**config.mk**
```make
export PLATFORM = sky130hd
export DESIGN_NAME = phase_freq_detector
export DESIGN_NICKNAME = d
export VERILOG_FILES = /design/src/rtl/pfd_pkg.sv /design/src/rtl/pfd_edge_sync.sv /design/src/rtl/pfd_hold_timer.sv /design/src/rtl/phase_freq_detector.sv
export SDC_FILE = /design/constraint.sdc
export NUM_CORES = 1
export LEC_CHECK = 0
export BUFFER_PORTS_ARGS = -buffer_cell sky130_fd_sc_hd__buf_2
export CORE_AREA = 2 2 39 41
export CTS_CLUSTER_DIAMETER = 30
export DETAILED_ROUTE_END_ITERATION = 16
export DIE_AREA = 0 0 41 43
export GPL_TIMING_DRIVEN = 0
export PLACE_DENSITY = 0.78
export REMOVE_ABC_BUFFERS = 1
export SLEW_MARGIN = 20
export SYNTH_ARGS = -nofsm -noshare
export SYNTH_HDL_FRONTEND = slang
export SYNTH_SLANG_ARGS = --single-unit
```
**constraint.sdc**
```tcl
create_clock -name clk_smp -period 1.98 [get_ports clk_smp]
set_input_delay 0.099 -clock clk_smp [delete_from_list [all_inputs] [get_ports clk_smp]]
set_output_delay 0.099 -clock clk_smp [all_outputs]
set_load 0.005 [all_outputs]
```
**src/rtl/pfd_pkg.sv**
```systemverilog
package pfd_pkg;
    localparam int SIDE_REF = 0;
    localparam int SIDE_FB  = 1;
    localparam int N_SIDES  = 2;

    typedef struct packed {
        logic [N_SIDES-1:0] flag;
        logic [N_SIDES-1:0] pend;
    } pfd_state_t;
endpackage

```
**src/rtl/pfd_edge_sync.sv**
```systemverilog
module pfd_edge_sync #(
    parameter int STAGES = 2
) (
    input  logic clk,
    input  logic rst_n,
    input  logic din_i,
    output logic rise_o
);
    localparam int SH_W = STAGES + 1;

    logic [SH_W-1:0] sh_d, sh_q;

    always_comb begin
        sh_d = {sh_q[SH_W-2:0], din_i};
    end

    always_ff @(posedge clk or negedge rst_n) begin
        if (!rst_n) sh_q <= '0;
        else        sh_q <= sh_d;
    end

    // synchronized level high now, low one cycle earlier
    assign rise_o = sh_q[STAGES-1] & ~sh_q[STAGES];
endmodule

```
**src/rtl/pfd_hold_timer.sv**
```systemverilog
module pfd_hold_timer #(
    parameter int DLY_W = 4
) (
    input  logic             clk,
    input  logic             rst_n,
    input  logic             both_i,
    input  logic [DLY_W-1:0] hold_i,
    output logic             clr_o
);
    logic [DLY_W-1:0] cnt_d, cnt_q;
    logic [DLY_W-1:0] eff;

    always_comb begin
        eff   = (hold_i == '0) ? DLY_W'(1) : hold_i;
        clr_o = both_i && (cnt_q == eff - DLY_W'(1));
        if (!both_i || clr_o) cnt_d = '0;
        else                  cnt_d = cnt_q + DLY_W'(1);
    end

    always_ff @(posedge clk or negedge rst_n) begin
        if (!rst_n) cnt_q <= '0;
        else        cnt_q <= cnt_d;
    end
endmodule

```
**src/rtl/phase_freq_detector.sv**
```systemverilog
module phase_freq_detector
    import pfd_pkg::*;
#(
    parameter int DLY_W       = 4,
    parameter int SYNC_STAGES = 2
) (
    input  logic             clk_smp,
    input  logic             rst_n,
    input  logic             ref_clk_i,
    input  logic             fb_clk_i,
    input  logic [DLY_W-1:0] hold_cycles_i,
    output logic             up_o,
    output logic             dn_o
);
    logic [N_SIDES-1:0] raw_in;
    logic [N_SIDES-1:0] rise_w;
    logic               clr_w;
    pfd_state_t         st_d, st_q;

    assign raw_in[SIDE_REF] = ref_clk_i;
    assign raw_in[SIDE_FB]  = fb_clk_i;

    generate
        for (genvar g = 0; g < N_SIDES; g++) begin : g_side
            pfd_edge_sync #(.STAGES(SYNC_STAGES)) u_sync (
                .clk    (clk_smp),
                .rst_n  (rst_n),
                .din_i  (raw_in[g]),
                .rise_o (rise_w[g])
            );
        end
    endgenerate

    pfd_hold_timer #(.DLY_W(DLY_W)) u_timer (
        .clk    (clk_smp),
        .rst_n  (rst_n),
        .both_i (&st_q.flag),
        .hold_i (hold_cycles_i),
        .clr_o  (clr_w)
    );

    always_comb begin
        st_d = st_q;
        for (int s = 0; s < N_SIDES; s++) begin
            if (clr_w) begin
                st_d.flag[s] = 1'b0;
                st_d.pend[s] = rise_w[s];   // keep edge seen during clear
            end else begin
                st_d.flag[s] = st_q.flag[s] | rise_w[s] | st_q.pend[s];
                st_d.pend[s] = 1'b0;
            end
        end
    end

    always_ff @(posedge clk_smp or negedge rst_n) begin
        if (!rst_n) st_q <= '0;
        else        st_q <= st_d;
    end

    assign up_o = st_q.flag[SIDE_REF];
    assign dn_o = st_q.flag[SIDE_FB];
endmodule

```
-- Yosys cells after proc, flatten, opt, wreduce, memory -nomap -nowiden
Cells that the tools add are included.
- bits in registers: 14
- input port bits: 8
- output and inout bits: 2
- logic and storage cells: 27
- add/sub/neg operators: 2
- eq/ne operators: 1
- reduce and logical (&&, ||, !) cells: 5
- multiplexer cells: 6
- bitwise logic cells: 8
- operators with widths (kind ; count):
    4-bit 2-to-1 mux ; 2
    4-bit by 1-bit adder with 4-bit output (second input constant) ; 1
    4-bit == test ; 1
    4-bit zero test ; 1
    1-bit 2-to-1 mux ; 4
    1-bit bitwise OR ; 4
    4-bit by 1-bit subtractor with 4-bit output (second input constant) ; 1
    1-bit AND ; 2
    1-bit NOT ; 2
    2-bit AND reduction ; 1
    1-bit logical AND ; 1
    1-bit zero test ; 1
    1-bit logical OR ; 1

-- Logic depth before layout (Yosys ltp)
- word-level depth: 7
- depth in mapped cells: 8
- gate-level depth less buffers: 8

-- By module
From an unflattened synthesis, not the netlist that was laid out.
- cell total of the unflattened synthesis: 60
- area, all modules: 688.2 µm²
- by module, submodules not included (module ; area an instance (µm²) ; sequential area each (µm²) ; instances ; cells each):
    pfd_hold_timer ; 371.6 ; 100.1 ; 1 ; 41
    pfd_edge_sync ; 88.8 ; 75.1 ; 2 ; 4
    phase_freq_detector ; 138.9 ; 100.1 ; 1 ; 11

-- Worst setup path before layout
No wires, ideal clock.
- path type: input to register
- start: in hold_cycles_i[2]
- end: reg u_timer.cnt_q[1]
- library setup time: 120 ps
- data arrival time: 1443 ps
- required time: 1860 ps
- path buffers: 0
- cell stages on the path: 8
- setup slack: 417 ps
- path through: or2_4 -> nor2_1 -> nor2_1 -> ha_1 -> xor2_1 -> xnor2_1 -> o311ai_4 -> and4_1
- cells in the longest elaborated chain, start to end: 7
- RTL lines (item ; RTL line ; RTL):
    start: declaration ; phase_freq_detector.sv:11 ; input logic [DLY_W-1:0] hold_cycles_i,
    4-bit zero test ; pfd_hold_timer.sv:14 ; eff = (hold_i == '0) ? DLY_W'(1) : hold_i;
    4-bit 2-to-1 mux * ; pfd_hold_timer.sv:14 ;
    4-bit by 1-bit subtractor with 4-bit output * ; pfd_hold_timer.sv:15 ; clr_o = both_i && (cnt_q == eff - DLY_W'(1));
    4-bit == test * ; pfd_hold_timer.sv:15 ;
    1-bit logical AND * ; pfd_hold_timer.sv:15 ;
    1-bit logical OR * ; pfd_hold_timer.sv:16 ; if (!both_i || clr_o) cnt_d = '0;
    4-bit 2-to-1 mux * ; pfd_hold_timer.sv:16 ;
    via u_timer.cnt_d[1] ; pfd_hold_timer.sv:10 ; logic [DLY_W-1:0] cnt_d, cnt_q;
    end signal: assignment ; pfd_hold_timer.sv:22 ; else cnt_q <= cnt_d;
    end: declaration ; pfd_hold_timer.sv:10 ;
The timed path passes the listed nets; every way through them passes the cells marked *.

-- Worst setup path after layout
- start: reg u_timer.cnt_q[0]
- end: reg u_timer.cnt_q[1]
- cells in the longest elaborated chain, start to end: 4
- elaborated cells on any way between the ends: 5
- classes of those cells: 1 x add/sub; 1 x eq/ne; 1 x mux; 2 x reduce/logical
- RTL lines (item ; RTL line):
    parallel branches: the longest is 3 deep, another holds 4-bit by 1-bit adder with 4-bit output ; n/a
    4-bit 2-to-1 mux * ; pfd_hold_timer.sv:16
    via u_timer.cnt_d[1] ; pfd_hold_timer.sv:10
Mark *: on every way through the listed nets, which the timed path passes.

==> results_dict.tcl <==
set metrics [dict create \
    yosysWarnings 0 \
    hold_buffers 3 \
    start_kind "register" \
    wl_per_cell_um 12.2 \
    period_share_pct 79.7 \
    p_leak_nw 0.334 \
    grt_antenna_before_repair 0 \
    ys_seq_area_share_pct 55.4 \
    avgSynthCellArea_um2 13.4 \
    min_period_ns 1.58 \
    hp-class "primary input to async pin" \
    arrival_ns 1.78 \
    synth_area_um2 632 \
    root_buffer "clkbuf_4" \
    final_util_pct 55.2 \
    io_pins 10 \
    pwr_density_cell_mw_per_mm2 1100 \
    crit_required_ns 2.18 \
    cts-buffers-inserted 3 \
    htreeDepth 1 \
    numPortBuffers 9 \
    area_growth_syn_to_layout_pct 20.8 \
    dieArea_mm2 0.00176 \
    path_max_fanout 8 \
    final_cell_count_no_fill 79 \
    gr-total-overflow 0 \
    worstMarginPinSlew_ns 0.382 \
    rsz0062_at_grt "false" \
    vias 390 \
    placedCellCount 72 \
    ir_worst_vdd_mv 0.662 \
    cts_tree "yes" \
    grt_pass1_wl_um 1580 \
    max_freq_mhz 634 \
    cts_sinks 14 \
    status "complete, no violations" \
    row_count 14 \
    synthFlopType "dfrtp_1" \
    grt_max_degree 15 \
    critical_path_class "register to register" \
    nNetsFinal 74 \
    fillCellCount 118 \
    clkTransAtPathRegs_ns 0.08 \
    hold_ws_ns 0.255 \
    hpwl_um 724 \
    clock_skew_ns 0.000820 \
    reg2reg_from "u_timer.cnt_q[0]" \
    grt_util_all_layers_pct 13.5 \
    ant_nets 0 \
    maxSlewHeadroom_pct 74.5 \
    synth_top_area_share_pct 55.4 \
    hold_viol 0 \
    setup_tns_ns 0 \
    crit_start "u_timer.cnt_q[0]" \
    first_global_vias 397 \
    cts_buffer_depth 2 \
    drt_iter0_drc 0 \
    async_reset_ff_share_pct 100 \
    cts_setup_buffers 0 \
    synth_cells 47 \
    max-cap-violations 0 \
    antenna-diode-count 0 \
    routed_wirelength_um 963 \
    vias_per_cell 4.94 \
    setup_violations 0 \
    drive_above_1_share_pct 34.9 \
    cp-end-kind "register" \
    synthDistinctLibCells 19 \
    die_w_um 41 \
    synth-edff-count 0 \
    clock_latency_ns 0.26 \
    initial_core_util_pct 45.7 \
    cts_resized 0 \
    rrSetupSlack_ns 0.40 \
    slew_viol_final 0 \
    gp_congestion 0.663 \
    power.total_uw 837 \
    yosysMostFrequentCell "dfrtp_1" \
    core_area_mm2 0.00138 \
    drc_errors 0 \
    synth_top_cell_by_area "dfrtp_1" \
    synthTopCellsByCount "dfrtp_1 (14), nor3b_1 (5), nor2_1 (4)" \
    netlist_top_cells_area "dfrtp_1 (55%), nor3b_1 (5.9%), o311ai_4 (4.2%), xor2_1 (4.2%), ha_1 (4.0%)" \
    dr.pass1.iters 1 \
    synth_seq_cells 14 \
    chipHeight_um 43 \
]
==> per-stage QoR <==
step                setup WS [ns]  instance area, µm²
CTS                         0.394                 763
global placement            0.219                 697
global route                0.279                 763
floorplan                   0.417                 632
detailed placement          0.163                 697
finish                      0.402                 763
==> final timing paths <==
path | to | depth (start not counted)
worst max-delay path | u_timer.cnt_q[1] | 5
worst min-delay path | up_o | 2
worst max register to register | u_timer.cnt_q[1] | 5
worst min register to register | g_side[1].u_sync.sh_q[1] | 0
max in group asynchronous | u_timer.cnt_q[1] | 2
min in group clk_smp | st_q[0] | 4
==> area by class of cell <==
cell class | instances | area (µm²) | area share [%]
sequential | 14 | 350 | 45.9
multi-input combinational | 32 | 278 | 36.4
timing repair buffer | 12 | 75.1 | 9.84
clock buffer | 4 | 36.3 | 4.75
tap | 16 | 20.0 | 2.62
inverter | 1 | 3.75 | 0.492
==> cell usage in the layout, fill, tap and decap left out <==
master / instances
dfrtp_1: 14
buf_2: 9
nor3b_1: 5
nor2_1: 4
xor2_1: 3
clkbuf_4: 3
dlygate4sd3_1: 3
nand2_1: 2
xnor2_1: 2
nor3_2: 2
nor2b_1: 2
o32a_2: 2
ha_1: 2
or2_4: 1
nor2b_4: 1
a21oi_1: 1
and2b_4: 1
a21oi_4: 1
o311ai_4: 1
inv_1: 1
and4_1: 1
nand3_1: 1
clkbuf_8: 1
==> registers in the layout, summed over array words and instances, names as in the netlist <==
name                flops
dn_o                    1
g_side.u_sync.sh_q      6
st_q                    2
u_timer.cnt_q           4
up_o                    1
==> metal layers <==
metal / share of wire, % / wire length (µm) / up-vias / GRT usage (%)
met3: 3.5 / 34 / 0 / 1.57
met2: 53 / 508 / 10 / 22.5
met1: 44 / 421 / 185 / 16.4
li1: - / - / 195 / -
met4: 0 / 0 / 0 / 6.00
met5: 0 / 0 / - / 0
==> critical path, cell delays in order (launching register included) <==
cell and delay (ns):
dfrtp_1 0.44, nor2b_4 0.16, a21oi_1 0.17, nor3_2 0.08, o311ai_4 0.42, and4_1 0.25
==> where the power goes <==
| part | switching, mW | internal (mW) | total, mW |
|---|---|---|---|
| sequential | 0.0528 | 0.337 | 0.390 |
| clock | 0.0812 | 0.111 | 0.193 |
| combinational | 0.119 | 0.135 | 0.254 |
| total | 0.253 | 0.584 | 0.837 |
==> kinds of logic (layout without fill, tap and decap cells) <==
kind of cell | after synthesis | in the layout | synth area share [%]
adder cells (fa/ha/maj) | 2 | 2 | 3.96
AND/OR/NAND/NOR | 20 | 20 | 22.0
XOR/XNOR | 5 | 5 | 6.93
flip-flops | 14 | 14 | 55.4
AO/OA/AOI/OAI | 5 | 5 | 11.1
buffers and inverters | 1 | 17 | 0.593
Power figures use the tool's default switching activity.
